==> src/rtl/turbo_sync_pkg.sv <==
package turbo_sync_pkg;

   typedef enum logic [1:0] {
      PATH_FAST = 2'd0,
      PATH_SLOW = 2'd1,
      PATH_REG  = 2'd2
   } path_t;

   typedef enum logic [1:0] {
      SQ_IDLE = 2'd0,
      SQ_ARM  = 2'd1,
      SQ_BUSY = 2'd2,
      SQ_DONE = 2'd3
   } seq_state_t;

endpackage

==> src/rtl/tsync_phase.sv <==
module tsync_phase #(
   parameter int PH_W = 2
) (
   input  logic            clk,
   input  logic            rst_n,
   output logic [PH_W-1:0] ph,
   output logic            sb_clk
);
   logic [PH_W-1:0] ph_q;

   always_ff @(posedge clk) begin
      if (!rst_n) ph_q <= '0;
      else        ph_q <= ph_q + 1'b1;
   end

   assign ph     = ph_q;
   // slow clock is high for the upper half of the phase range
   assign sb_clk = ph_q[PH_W-1];
endmodule

==> src/rtl/tsync_decode.sv <==
module tsync_decode
   import turbo_sync_pkg::*;
#(
   parameter int ADDR_W        = 24,
   parameter int LEG_W         = 16,
   parameter int SLOW_BANK     = 0,
   parameter int REG_BANK      = 'hFF,
   parameter int REG_PAGE      = 'h80,
   parameter bit REG_FULL_PAGE = 1'b1
) (
   input  logic [ADDR_W-1:0] addr,
   input  logic              turbo_off,
   input  logic              soft_slow,
   output path_t             path
);
   localparam int BANK_W = ADDR_W - LEG_W;
   localparam logic [BANK_W-1:0] SLOW_B = BANK_W'(SLOW_BANK);
   localparam logic [BANK_W-1:0] REG_B  = BANK_W'(REG_BANK);
   localparam logic [7:0]        REG_P  = 8'(REG_PAGE);

   logic [BANK_W-1:0] bank;
   logic [7:0]        page;
   logic [LEG_W-9:0]  offs;
   logic              reg_hit;
   logic              slow_hit;

   assign bank = addr[ADDR_W-1:LEG_W];
   assign page = addr[LEG_W-1:LEG_W-8];
   assign offs = addr[LEG_W-9:0];

   assign reg_hit  = (bank == REG_B) && (page == REG_P) &&
                     (REG_FULL_PAGE || (offs == '0));
   assign slow_hit = (bank == SLOW_B) || turbo_off || soft_slow;

   always_comb begin
      if (reg_hit)       path = PATH_REG;
      else if (slow_hit) path = PATH_SLOW;
      else               path = PATH_FAST;
   end
endmodule

==> src/rtl/tsync_seq.sv <==
module tsync_seq
   import turbo_sync_pkg::*;
#(
   parameter int PH_W   = 2,
   parameter int DATA_W = 8
) (
   input  logic              clk,
   input  logic              rst_n,
   input  logic [PH_W-1:0]   ph,
   input  logic              slow_req,
   input  logic [DATA_W-1:0] sb_rdata,
   output logic              cpu_wait,
   output logic              sb_cyc,
   output logic [DATA_W-1:0] rd_q
);
   localparam int RATIO = 1 << PH_W;
   localparam int CW    = PH_W + 2;
   localparam logic [PH_W-1:0] PH_LAST   = '1;
   localparam logic [CW-1:0]   STALL_MIN = CW'(RATIO);
   localparam logic [CW-1:0]   STALL_CAP = CW'(2*RATIO - 2);
   localparam logic [CW-1:0]   GAP_SAT   = CW'(RATIO);

   seq_state_t st, st_nx;
   logic       launch_now;

   assign launch_now = (st == SQ_IDLE) && slow_req && (ph == '0);
   assign sb_cyc     = launch_now || (st == SQ_BUSY);
   assign cpu_wait   = slow_req && (st != SQ_DONE);

   always_comb begin
      st_nx = st;
      unique case (st)
         SQ_IDLE: if (slow_req)
                     st_nx = ((ph == '0) || (ph == PH_LAST)) ? SQ_BUSY : SQ_ARM;
         SQ_ARM:  if (ph == PH_LAST) st_nx = SQ_BUSY;
         SQ_BUSY: if (ph == PH_LAST) st_nx = SQ_DONE;
         SQ_DONE: st_nx = SQ_IDLE;
         default: st_nx = SQ_IDLE;
      endcase
   end

   always_ff @(posedge clk) begin
      if (!rst_n) begin
         st   <= SQ_IDLE;
         rd_q <= '0;
      end else begin
         st <= st_nx;
         if (st == SQ_BUSY && ph == PH_LAST) rd_q <= sb_rdata;
      end
   end

   // checker state: stall length and distance between slow-cycle starts
   logic [CW-1:0] wait_cnt;
   logic [CW-1:0] gap_cnt;
   logic          cyc_q;

   always_ff @(posedge clk) begin
      if (!rst_n) begin
         wait_cnt <= '0;
         gap_cnt  <= GAP_SAT;
         cyc_q    <= 1'b0;
      end else begin
         cyc_q <= sb_cyc;
         if (st == SQ_DONE)  wait_cnt <= '0;
         else if (cpu_wait)  wait_cnt <= wait_cnt + 1'b1;
         if (sb_cyc && !cyc_q)      gap_cnt <= CW'(1);
         else if (gap_cnt < GAP_SAT) gap_cnt <= gap_cnt + 1'b1;
      end
   end

   assert_stall_max_R3: assert property (@(posedge clk) disable iff (!rst_n)
      cpu_wait |-> (wait_cnt <= STALL_CAP));

   assert_stall_min_R3: assert property (@(posedge clk) disable iff (!rst_n)
      (st == SQ_DONE) |-> (wait_cnt >= STALL_MIN));

   assert_launch_phase_R4: assert property (@(posedge clk) disable iff (!rst_n)
      (sb_cyc && !cyc_q) |-> (ph == '0));

   assert_launch_gap_R8: assert property (@(posedge clk) disable iff (!rst_n)
      (sb_cyc && !cyc_q) |-> (gap_cnt >= GAP_SAT));
endmodule

==> src/rtl/turbo_bus_sync.sv <==
module turbo_bus_sync
   import turbo_sync_pkg::*;
#(
   parameter int         ADDR_W        = 24,
   parameter int         LEG_W         = 16,
   parameter int         DATA_W        = 8,
   parameter int         PH_W          = 2,
   parameter int         SLOW_BANK     = 0,
   parameter int         REG_BANK      = 'hFF,
   parameter int         REG_PAGE      = 'h80,
   parameter bit         REG_FULL_PAGE = 1'b1,
   parameter logic [6:0] ID_CODE       = 7'h2D
) (
   input  logic              clk,
   input  logic              rst_n,
   input  logic              turbo_off,
   input  logic              cpu_req,
   input  logic              cpu_we,
   input  logic [ADDR_W-1:0] cpu_addr,
   input  logic [DATA_W-1:0] cpu_wdata,
   output logic [DATA_W-1:0] cpu_rdata,
   output logic              cpu_wait,
   output logic              fm_en,
   output logic              fm_we,
   output logic [ADDR_W-1:0] fm_addr,
   output logic [DATA_W-1:0] fm_wdata,
   input  logic [DATA_W-1:0] fm_rdata,
   output logic              sb_clk,
   output logic              sb_cyc,
   output logic              sb_we,
   output logic [LEG_W-1:0]  sb_addr,
   output logic [DATA_W-1:0] sb_wdata,
   input  logic [DATA_W-1:0] sb_rdata
);
   localparam int ID_W = DATA_W - 1;

   generate
      if (ADDR_W < LEG_W + 1) begin : g_bad_addr
         $error("ADDR_W must leave at least one bank bit above LEG_W");
      end
      if (LEG_W < 9) begin : g_bad_leg
         $error("LEG_W must hold a page byte and an offset");
      end
      if (PH_W < 1 || PH_W > 4) begin : g_bad_ph
         $error("PH_W out of range 1..4");
      end
      if (DATA_W != 8) begin : g_bad_data
         $error("DATA_W must be 8 to hold the identity code and control bit");
      end
   endgenerate

   logic [PH_W-1:0]   ph;
   path_t             path;
   logic              soft_slow;
   logic              slow_req;
   logic [DATA_W-1:0] slow_rd;
   logic [DATA_W-1:0] reg_rd;

   tsync_phase #(.PH_W(PH_W)) phase_i (
      .clk    (clk),
      .rst_n  (rst_n),
      .ph     (ph),
      .sb_clk (sb_clk)
   );

   tsync_decode #(
      .ADDR_W        (ADDR_W),
      .LEG_W         (LEG_W),
      .SLOW_BANK     (SLOW_BANK),
      .REG_BANK      (REG_BANK),
      .REG_PAGE      (REG_PAGE),
      .REG_FULL_PAGE (REG_FULL_PAGE)
   ) decode_i (
      .addr      (cpu_addr),
      .turbo_off (turbo_off),
      .soft_slow (soft_slow),
      .path      (path)
   );

   assign slow_req = cpu_req && (path == PATH_SLOW);

   tsync_seq #(.PH_W(PH_W), .DATA_W(DATA_W)) seq_i (
      .clk      (clk),
      .rst_n    (rst_n),
      .ph       (ph),
      .slow_req (slow_req),
      .sb_rdata (sb_rdata),
      .cpu_wait (cpu_wait),
      .sb_cyc   (sb_cyc),
      .rd_q     (slow_rd)
   );

   // identity / control register
   always_ff @(posedge clk) begin
      if (!rst_n) soft_slow <= 1'b0;
      else if (cpu_req && cpu_we && path == PATH_REG) soft_slow <= cpu_wdata[0];
   end
   assign reg_rd = {ID_CODE[ID_W-1:0], soft_slow};

   // fast local memory side
   assign fm_en    = cpu_req && (path == PATH_FAST);
   assign fm_we    = fm_en && cpu_we;
   assign fm_addr  = cpu_addr;
   assign fm_wdata = cpu_wdata;

   // legacy bus side, quiet outside a slow cycle
   assign sb_we    = sb_cyc && cpu_we;
   assign sb_addr  = sb_cyc ? cpu_addr[LEG_W-1:0] : '0;
   assign sb_wdata = sb_cyc ? cpu_wdata : '0;

   always_comb begin
      unique case (path)
         PATH_REG:  cpu_rdata = reg_rd;
         PATH_SLOW: cpu_rdata = slow_rd;
         default:   cpu_rdata = fm_rdata;
      endcase
   end

   assert_fast_nowait_R2: assert property (@(posedge clk) disable iff (!rst_n)
      (cpu_req && path != PATH_SLOW) |-> !cpu_wait);

   assert_fm_excl_R10: assert property (@(posedge clk) disable iff (!rst_n)
      fm_en |-> !sb_cyc);

   assert_quiet_reset_R1: assert property (@(posedge clk)
      !rst_n |-> (!cpu_wait && !sb_cyc));
endmodule

==> config.mk <==
export PLATFORM = sky130hd
export DESIGN_NAME = turbo_bus_sync
export DESIGN_NICKNAME = d
export VERILOG_FILES = /design/src/rtl/turbo_sync_pkg.sv /design/src/rtl/tsync_phase.sv /design/src/rtl/tsync_decode.sv /design/src/rtl/tsync_seq.sv /design/src/rtl/turbo_bus_sync.sv
export SDC_FILE = /design/constraint.sdc
export NUM_CORES = 1
export LEC_CHECK = 0
export BUFFER_PORTS_ARGS = -buffer_cell sky130_fd_sc_hd__buf_4
export CAP_MARGIN = 15
export CORE_MARGIN = 3
export CORE_UTILIZATION = 38
export CTS_BUF_LIST = sky130_fd_sc_hd__clkbuf_4
export DETAILED_ROUTE_END_ITERATION = 10
export GPL_TIMING_DRIVEN = 0
export PLACE_DENSITY = 0.82
export SYNTH_ARGS = -nofsm -noshare
export SYNTH_HDL_FRONTEND = slang
export SYNTH_SLANG_ARGS = --single-unit
==> constraint.sdc <==
create_clock -name clk -period 4.1 [get_ports clk]
set_clock_uncertainty 0.1 [all_clocks]
set_input_delay 1.025 -clock clk [delete_from_list [all_inputs] [get_ports clk]]
set_output_delay 1.025 -clock clk [all_outputs]
set_load 0.01 [all_outputs]
==> flow_summary_export.csv, run 1 <==
group,metric,value,unit
clock_network,clock_sinks,13,
floorplanning,die_w,64.9,um
clock_network,cts-buffers-inserted,3,
floorplanning,chipHeight,64.9,um
floorplanning,coreArea,3180,um2
cells_and_area,antenna_cells,0,
floorplanning,start_util,41.5,%
place,hpwl,4130,um
logic_synthesis,syn_nets,241,
sta,hold_ws,358,ps
detailed_routing,drt_first_pass_iters,4,
setup_path,critPathMaxFanout,10,
logic_synthesis,netlist_top_cells_count,"32 x buf_4, 27 x nand2_1, 25 x nor2b_1, 15 x nand3_1",
logic_synthesis,synth_compound_area_share,14.0,%
setup_path,required,2970,ps
sta,setup_viol,0,
place,numPortBuffers,121,
cells_and_area,regArea,260,um2
detailed_routing,wl,4890,um
floorplanning,num_io_pins,123,
run_status,status,"completed",
detailed_routing,antenna_left,0,
place,dpl.cell_count,346,
sta,hold_violations,0,
logic_synthesis,synthXorXnorAreaFrac,0,%
sta,relSlewSlack,47.2,%
global_routing,antenna_found_initial,0,
clock_network,clk_pin_slew,90,ps
logic_synthesis,yosysTopAreaCell,"dfxtp_1",
setup_path,crit_path_end_kind,"output pin",
global_routing,overflow,0,
logic_synthesis,synthAdderAreaFrac,6.65,%
logic_synthesis,synthCells,181,
sta,finalCriticalPeriod,4020,ps
global_routing,grt_pass1_wl,7600,um
logic_synthesis,async_flop_share,0,%
detailed_routing,drc_errors,0,
cells_and_area,fin_nets,369,
global_routing,grt_usage,22.7,%
logic_synthesis,synth-edff-count,0,
sta,tightest_slew,784,ps
clock_network,clk_latency,270,ps
setup_path,worstPathArrival,2890,ps
detailed_routing,via_per_inst,4.68,
power_and_ir_drop,power_density,330,nW/um2
logic_synthesis,synth.area.mux_share,0.760,%
detailed_routing,wl_per_cell,13.9,um
clock_network,clockBufferDepth,2,
logic_synthesis,ys_seq_elements,13,
power_and_ir_drop,power.leakage,1.18,nW
floorplanning,die_area,4210,um2
logic_synthesis,synth_top_family_by_area,"simple AND/OR/NAND/NOR gates",
sta,rsz0062_at_grt,"false",
logic_synthesis,yosys_warnings,0,
hold_path,min_path_type,"reg -> reg",
sta,slew_viol_final,0,
sta,period_share,98.0,%
floorplanning,rows,20,
place,routabilityCongestion,0.818,
sta,setup_ws,80.9,ps
clock_network,cts_tree,"yes",
clock_network,h-tree-depth,1,
cells_and_area,area_growth,76.4,%
power_and_ir_drop,vdd_drop_max,0.000252,V
logic_synthesis,synthFlopType,"dfxtp_1",
cells_and_area,multi_input_area,748,um2
detailed_routing,drt_iter0_markers,39,
job,max_cap_viol_count,0,
setup_path,crit_type,"in -> out",
sta,max_freq,0.249,GHz
place,pre_cts_ws,-37.8,ps
logic_synthesis,synthesis.area,1320,um2
logic_synthesis,postSynthAreaPerCell,7.28,um2
cells_and_area,layout.cells.non_filler,352,
detailed_routing,vias,1647,
logic_synthesis,synth_area_leaders,"dfxtp_1 20%, buf_4 18%, nor2b_1 12%",
logic_synthesis,synth_top_area_share,19.8,%
clock_network,cts_resized,0,
logic_synthesis,ys_types,31,
global_routing,grt_pass1_vias,1550,
logic_synthesis,yosysMostFrequentCell,"buf_4",
cells_and_area,nFillCells,271,
cells_and_area,drive_gt1_share,53.9,%
global_routing,grt_max_degree,11,
logic_synthesis,yosysSeqAreaShare,19.8,%
clock_network,cts_root_buffer,"clkbuf_4",
setup_path,start_kind,"input pin",
logic_synthesis,yosys.area_share.simple,35.4,%
-- layer usage --
layer	GRT usage (%)	part of all wire (%)
met1	27.9	39
met2	40.9	53
met3	3.29	7.8
met4	6.07	0.57
met5	0	0
-- cells by family after synthesis --
logic type,count (synthesis)
simple gates,88
flops,13
fa+ha+maj,7
buf+inv,46
compound gates,26
mux,1
-- flip-flops by register name (all words and copies together) (netlist names) --
signal	flops
soft_slow	1
seq_i.rd_q	8
seq_i.st	2
phase_i.ph	2
-- placed cells by master, fill, tap and decap left out, types with 2 or more instances in the layout --
master	netlist	final
a211o_1	2	2
nand2b_1	2	2
nand3_1	15	15
nand2_1	27	27
nor2_1	3	3
clkbuf_1	5	5
buf_6	2	2
a31oi_1	2	2
buf_4	32	154
inv_1	6	6
o21ai_0	2	2
buf_2	1	2
dfxtp_1	13	13
ha_1	7	7
and2_1	4	4
nand4_1	3	3
a21oi_1	13	13
a211oi_1	2	2
nor2b_1	25	25
nor4_1	4	4
clkbuf_4	0	4
-- critical path, cell delays in order --
cell and delay, ps:
buf_4 120, or4_1 550, or4_4 590, a41oi_4 230
buf_6 180, nor2b_1 60, buf_4 140
-- power by group --
part | switching, W | internal [W] | total, W
registers | 0.0000134 | 0.000137 | 0.000151
logic | 0.000257 | 0.000273 | 0.000530
clock network | 0.0000425 | 0.0000443 | 0.0000868
total | 0.000313 | 0.000454 | 0.000768
-- worst paths after layout --
path,startpoint,endpoint,slack [ps],cells after the start
worst min register to register,seq_i.rd_q[1]$_SDFFE_PN0P_,seq_i.rd_q[1]$_SDFFE_PN0P_,360,2
worst min-delay path,seq_i.rd_q[1]$_SDFFE_PN0P_,seq_i.rd_q[1]$_SDFFE_PN0P_,360,2
worst max register to register,phase_i.ph[0]$_SDFF_PN0_,seq_i.st[0]$_SDFFE_PN0P_,2150,6
worst max-delay path,cpu_addr[10],sb_wdata[0],80,7
-- cell type report --
cell class,instances,share of cell area (%)
flip-flops and latches,13,11.2
plain buffers,40,12.3
multi-input cells,122,32.2
repair buffers,123,39.6
well taps,44,2.37
inverters,6,0.969
clock buffers,4,1.29
-- through the flow --
| stage | power, W | TNS (ps) | util (%) | instance area (um2) |
|---|---|---|---|---|
| 2_1_floorplan | 0.000436 | 0 | - | 1320 |
| 3_3_place_gp | 0.000670 | -517 | 71.8 | 2280 |
| 3_5_place_dp | 0.000680 | -519 | 71.8 | 2280 |
| 4_1_cts | 0.000774 | 0 | 73.0 | 2320 |
| 5_1_grt | 0.000822 | 0 | 73.1 | 2320 |
| 6_report | 0.000768 | 0 | 73.1 | 2320 |
-- repair_timing --
action                     CTS  global route
hold buffers                 0             0
setup buffers                1             0
hold endpoints to repair     0             0
setup endpoints to repair   20             7
pin swaps                    1             1
No activity file was read; power rests on OpenSTA's default activity.
==> run 2: changes to the inputs <==
CORE_UTILIZATION = 40   (was 38)
PLACE_DENSITY = 0.85   (was 0.82)
RECOVER_POWER = 100   (was default)
clock period = 5 ns   (was 4.1 ns; I/O delays follow)
==> flow_summary_export.csv, run 2 (synthesized netlist as in run 1, its figures left out) <==
group,metric,value,unit
detailed_routing,drc_errors,0,
cells_and_area,nFillCells,356,
cells_and_area,fin_nets,368,
floorplanning,die_area,4020,um2
sta,period_share,92.6,%
setup_path,start_kind,"input pin",
place,hpwl,4050,um
power_and_ir_drop,power_density,276,nW/um2
cells_and_area,final_cell_mix,"85 x buf_4, 74 x clkbuf_1, 27 x nand2_1, 25 x nor2b_1, 15 x nand3_1",
setup_path,crit_family,"simple AND/OR/NAND/NOR gates",
hold_path,worstHoldPathCells,1,
sta,slew_viol_final,0,
cells_and_area,mostFrequentLayoutCell,"buf_4",
global_routing,antenna_found_initial,0,
sta,tightest_slew,796,ps
detailed_routing,vias,1651,
clock_network,clk_latency,280,ps
cells_and_area,drive_gt1_share,30.9,%
setup_path,reg2reg_depth,6,
sta,rsz0062_at_grt,"false",
cells_and_area,area_growth,56.0,%
global_routing,grt_max_degree,11,
setup_path,path_cells,"clkbuf_1, or4_1, or4_1, a41oi_4, buf_6, nor2b_1, clkbuf_1",
place,routabilityCongestion,0.888,
setup_path,crit_slowest_cell,"or4_1",
clock_network,cts_tree,"yes",
job,max_cap_viol_count,0,
setup_path,worstPathArrival,3280,ps
sta,hold_violations,0,
global_routing,grt_pass1_vias,1574,
clock_network,h-tree-depth,1,
detailed_routing,drt_first_pass_iters,4,
clock_network,cts_resized,0,
setup_path,crit_buf_inv,3,
detailed_routing,drt_iter0_markers,41,
power_and_ir_drop,vdd_drop_max,0.000152,V
detailed_routing,wl_met1,1950,um
setup_path,crit_path_end_kind,"output pin",
setup_path,critPathMaxFanout,10,
clock_network,post-cts-setup-buffer-count,0,
sta,max_freq,0.216,GHz
floorplanning,die_w,63.4,um
detailed_routing,via_per_inst,4.70,
setup_path,cpPeakStageDelay,640,ps
global_routing,grt_usage,22.4,%
sta,tns,0,ps
clock_network,cts_hold_buf,0,
setup_path,path_depth,7,
floorplanning,rows,20,
clock_network,clockBufferDepth,2,
place,numPortBuffers,121,
hold_path,min_path_type,"reg -> reg",
clock_network,cts_root_buffer,"clkbuf_4",
cells_and_area,top_register,"seq_i.rd_q",
sta,setup_viol,0,
setup_path,crit_type,"in -> out",
floorplanning,num_io_pins,123,
floorplanning,start_util,42.5,%
detailed_routing,wl,4800,um
sta,finalCriticalPeriod,4630,ps
detailed_routing,route.met3.wl,362,um
detailed_routing,antenna_left,0,
detailed_routing,met2_length,2480,um
clock_network,clk_pin_slew,90,ps
cells_and_area,post-route-util,66.3,%
floorplanning,chipHeight,63.4,um
power_and_ir_drop,power.leakage,0.905,nW
sta,relSlewSlack,46.6,%
floorplanning,coreArea,3100,um2
detailed_routing,wl_per_cell,13.7,um
power_and_ir_drop,finalPower,0.000567,W
cells_and_area,antenna_cells,0,
clock_network,clock_sinks,13,
setup_path,required,3650,ps
detailed_routing,dr.max_layer_used,"met4",
clock_network,cts-buffers-inserted,3,
run_status,status,"completed",
cells_and_area,largest_reg_flops,8,
global_routing,grt_pass1_wl,7420,um
global_routing,overflow,0,
run 2: cell count changes in the layout (fill, tap and decap cells not counted), sizes merged:
cell and change:
clkbuf +69, buf -70
run 2: final timing paths:
| check | slack (ps) | to | from |
|---|---|---|---|
| setup / recovery | 370 | sb_addr[6] | cpu_addr[10] |
| hold / removal | 350 | phase_i.ph[0]$_SDFF_PN0_ | phase_i.ph[0]$_SDFF_PN0_ |
| setup reg to reg | 3140 | seq_i.st[0]$_SDFFE_PN0P_ | phase_i.ph[0]$_SDFF_PN0_ |
| hold reg to reg | 350 | phase_i.ph[0]$_SDFF_PN0_ | phase_i.ph[0]$_SDFF_PN0_ |
run 2: cell type report:
cell class / count / area [um2] / share of cell area, %
plain buffers: 40 / 285 / 13.9
clock buffers: 4 / 30.0 / 1.46
inverters: 6 / 22.5 / 1.10
multi-input cells: 122 / 744 / 36.2
flip-flops and latches: 13 / 260 / 12.7
well taps: 44 / 55.1 / 2.68
repair buffers: 122 / 658 / 32.0
run 2: per-layer routing:
| layer | global-route usage, % | up-vias |
|---|---|---|
| li1 | - | 833 |
| met1 | 27.0 | 746 |
| met2 | 42.1 | 69 |
| met3 | 4.10 | 3 |
| met4 | 2.43 | 0 |
| met5 | 0 | - |
run 2: power breakdown:
part	internal (W)	switching (W)	leakage (nW)
logic	0.000162	0.000208	0.781
registers	0.000113	0.0000101	0.106
clock network	0.0000364	0.0000378	0.0184
total	0.000311	0.000256	0.905
run 2: worst register-to-register path: cells and delay by family (launching register included):
| family | cells | cell delay [ps] |
|---|---|---|
| compound gates | 3 | 530 |
| fa+ha+maj | 1 | 140 |
| buf+inv | 1 | 340 |
| flops | 1 | 360 |
| simple gates | 1 | 350 |
run 2: through the flow:
stage	area (um2)	worst slack (ps)	std cells	hold slack (ps)
after detailed placement	2290	412	347	339
after global placement	2280	435	346	329
after CTS	2320	406	351	354
after floorplan	1320	775	181	317
after global routing	2060	258	351	383
final	2060	369	351	348
==> run 3: changes to the inputs <==
RECOVER_POWER = default   (was 100)
==> flow_summary_export.csv, run 3 (synthesized netlist as in run 1, its figures left out) <==
group,metric,value,unit
global_routing,use_met1,27.0,%
place,routabilityCongestion,0.888,
floorplanning,die_area,4020,um2
setup_path,critPathMaxFanout,10,
sta,relSlewSlack,44.7,%
clock_network,cts_root_buffer,"clkbuf_4",
detailed_routing,antenna_left,0,
run_status,status,"completed",
global_routing,grt_max_degree,11,
setup_path,cpPeakStageDelay,590,ps
clock_network,cts_tree,"yes",
global_routing,busiest_layer,"met2",
floorplanning,start_util,42.5,%
sta,tightest_slew,824,ps
clock_network,h-tree-depth,1,
setup_path,rr_startpoint,"phase_i.ph[1]$_SDFF_PN0_",
place,pre_cts_ws,412,ps
detailed_routing,vias,1670,
cells_and_area,top_register,"seq_i.rd_q",
sta,rsz0062_at_grt,"false",
clock_network,clk_latency,280,ps
global_routing,grt_usage,22.4,%
setup_path,start_kind,"input pin",
setup_path,crit_slowest_cell,"or4_4",
sta,period_share,91.7,%
floorplanning,num_io_pins,123,
clock_network,clockBufferDepth,2,
global_routing,overflow,0,
global_routing,antenna_found_initial,0,
cells_and_area,drive_gt1_share,53.7,%
floorplanning,die_w,63.4,um
place,numPortBuffers,121,
sta,setup_viol,0,
detailed_routing,drt_iter0_markers,48,
detailed_routing,drc_errors,0,
clock_network,post-cts-setup-buffer-count,0,
detailed_routing,drt_first_pass_iters,4,
cells_and_area,antenna_cells,0,
sta,tns,0,ps
detailed_routing,wl_per_cell,13.4,um
cells_and_area,largest_reg_flops,8,
setup_path,crit_top_cell,"buf_4",
power_and_ir_drop,power_density,269,nW/um2
clock_network,clk_pin_slew,90,ps
cells_and_area,final_cell_mix,"153 x buf_4, 27 x nand2_1, 25 x nor2b_1, 15 x nand3_1",
setup_path,critPathCapture,"sb_addr[6]",
setup_path,reg2reg_depth,6,
job,max_cap_viol_count,0,
detailed_routing,via_per_inst,4.76,
setup_path,crit_family,"simple AND/OR/NAND/NOR gates",
cells_and_area,nFillCells,277,
power_and_ir_drop,power.leakage,1.17,nW
cells_and_area,area_growth,75.8,%
setup_path,r2r-end,"seq_i.st[0]$_SDFFE_PN0P_",
setup_path,crit_path_end_kind,"output pin",
setup_path,ff2ff_setup_slack,3120,ps
cells_and_area,post-route-util,74.6,%
place,hpwl,4050,um
floorplanning,rows,20,
global_routing,grt_pass1_vias,1574,
clock_network,clock_sinks,13,
cells_and_area,mostFrequentLayoutCell,"buf_4",
detailed_routing,wl,4720,um
global_routing,use_met2,42.1,%
clock_network,cts-buffers-inserted,3,
setup_path,crit_type,"in -> out",
clock_network,cts_resized,0,
sta,hold_ws,348,ps
setup_path,crit_buf_inv,3,
setup_path,required,3650,ps
setup_path,cp-startpoint,"cpu_addr[10]",
setup_path,worstPathArrival,3230,ps
sta,slew_viol_final,0,
sta,hold_violations,0,
setup_path,path_cells,"buf_4, or4_1, or4_4, a41oi_4, buf_6, nor2b_1, buf_4",
sta,max_freq,0.218,GHz
power_and_ir_drop,vdd_drop_max,0.000155,V
sta,setup_ws,416,ps
power_and_ir_drop,finalPower,0.000624,W
setup_path,path_depth,7,
sta,finalCriticalPeriod,4580,ps
global_routing,met3_usage,4.10,%
cells_and_area,fin_nets,368,
floorplanning,coreArea,3100,um2
global_routing,grt_pass1_wl,7420,um
clock_network,cts_hold_buf,0,
floorplanning,chipHeight,63.4,um
hold_path,min_path_type,"reg -> reg",
## run 3: worst min path at each step
| stage | depth (start not counted) | slack [ps] | from | end |
|---|---|---|---|---|
| global route | 1 | 380 | phase_i.ph[0]$_SDFF_PN0_ | phase_i.ph[0]$_SDFF_PN0_ |
| global placement | 1 | 330 | phase_i.ph[0]$_SDFF_PN0_ | phase_i.ph[0]$_SDFF_PN0_ |
| detailed placement | 1 | 340 | phase_i.ph[0]$_SDFF_PN0_ | phase_i.ph[0]$_SDFF_PN0_ |
| CTS | 1 | 350 | phase_i.ph[0]$_SDFF_PN0_ | phase_i.ph[0]$_SDFF_PN0_ |
| floorplan | 1 | 320 | phase_i.ph[0]$_SDFF_PN0_ | phase_i.ph[0]$_SDFF_PN0_ |
| finish | 1 | 350 | phase_i.ph[0]$_SDFF_PN0_ | phase_i.ph[0]$_SDFF_PN0_ |
## run 3: final cells by class
type / instances / area (um2) / share of cell area (%)
sequential: 13 / 260 / 11.2
timing repair buffer: 122 / 913 / 39.4
buffer: 40 / 287 / 12.4
multi-input combinational: 122 / 748 / 32.3
tap: 44 / 55.1 / 2.38
inverter: 6 / 22.5 / 0.972
clock buffer: 4 / 30.0 / 1.30
## run 3: layer usage
metal | vias up | wire length (um)
met5 | - | 0
met4 | 0 | 12
met3 | 2 | 342
met2 | 67 | 2490
met1 | 767 | 1880
li1 | 834 | -
## run 3: power by group
part / internal (W) / switching [W]
Clock: 0.0000364 / 0.0000380
Sequential: 0.000113 / 0.0000102
Combinational: 0.000219 / 0.000208
Total: 0.000368 / 0.000256
## run 3: stage by stage
| step | area [um2] | cells |
|---|---|---|
| floorplan | 1320 | 181 |
| global placement | 2280 | 346 |
| detailed placement | 2290 | 347 |
| CTS | 2320 | 351 |
| global route | 2320 | 351 |
| finish | 2320 | 351 |
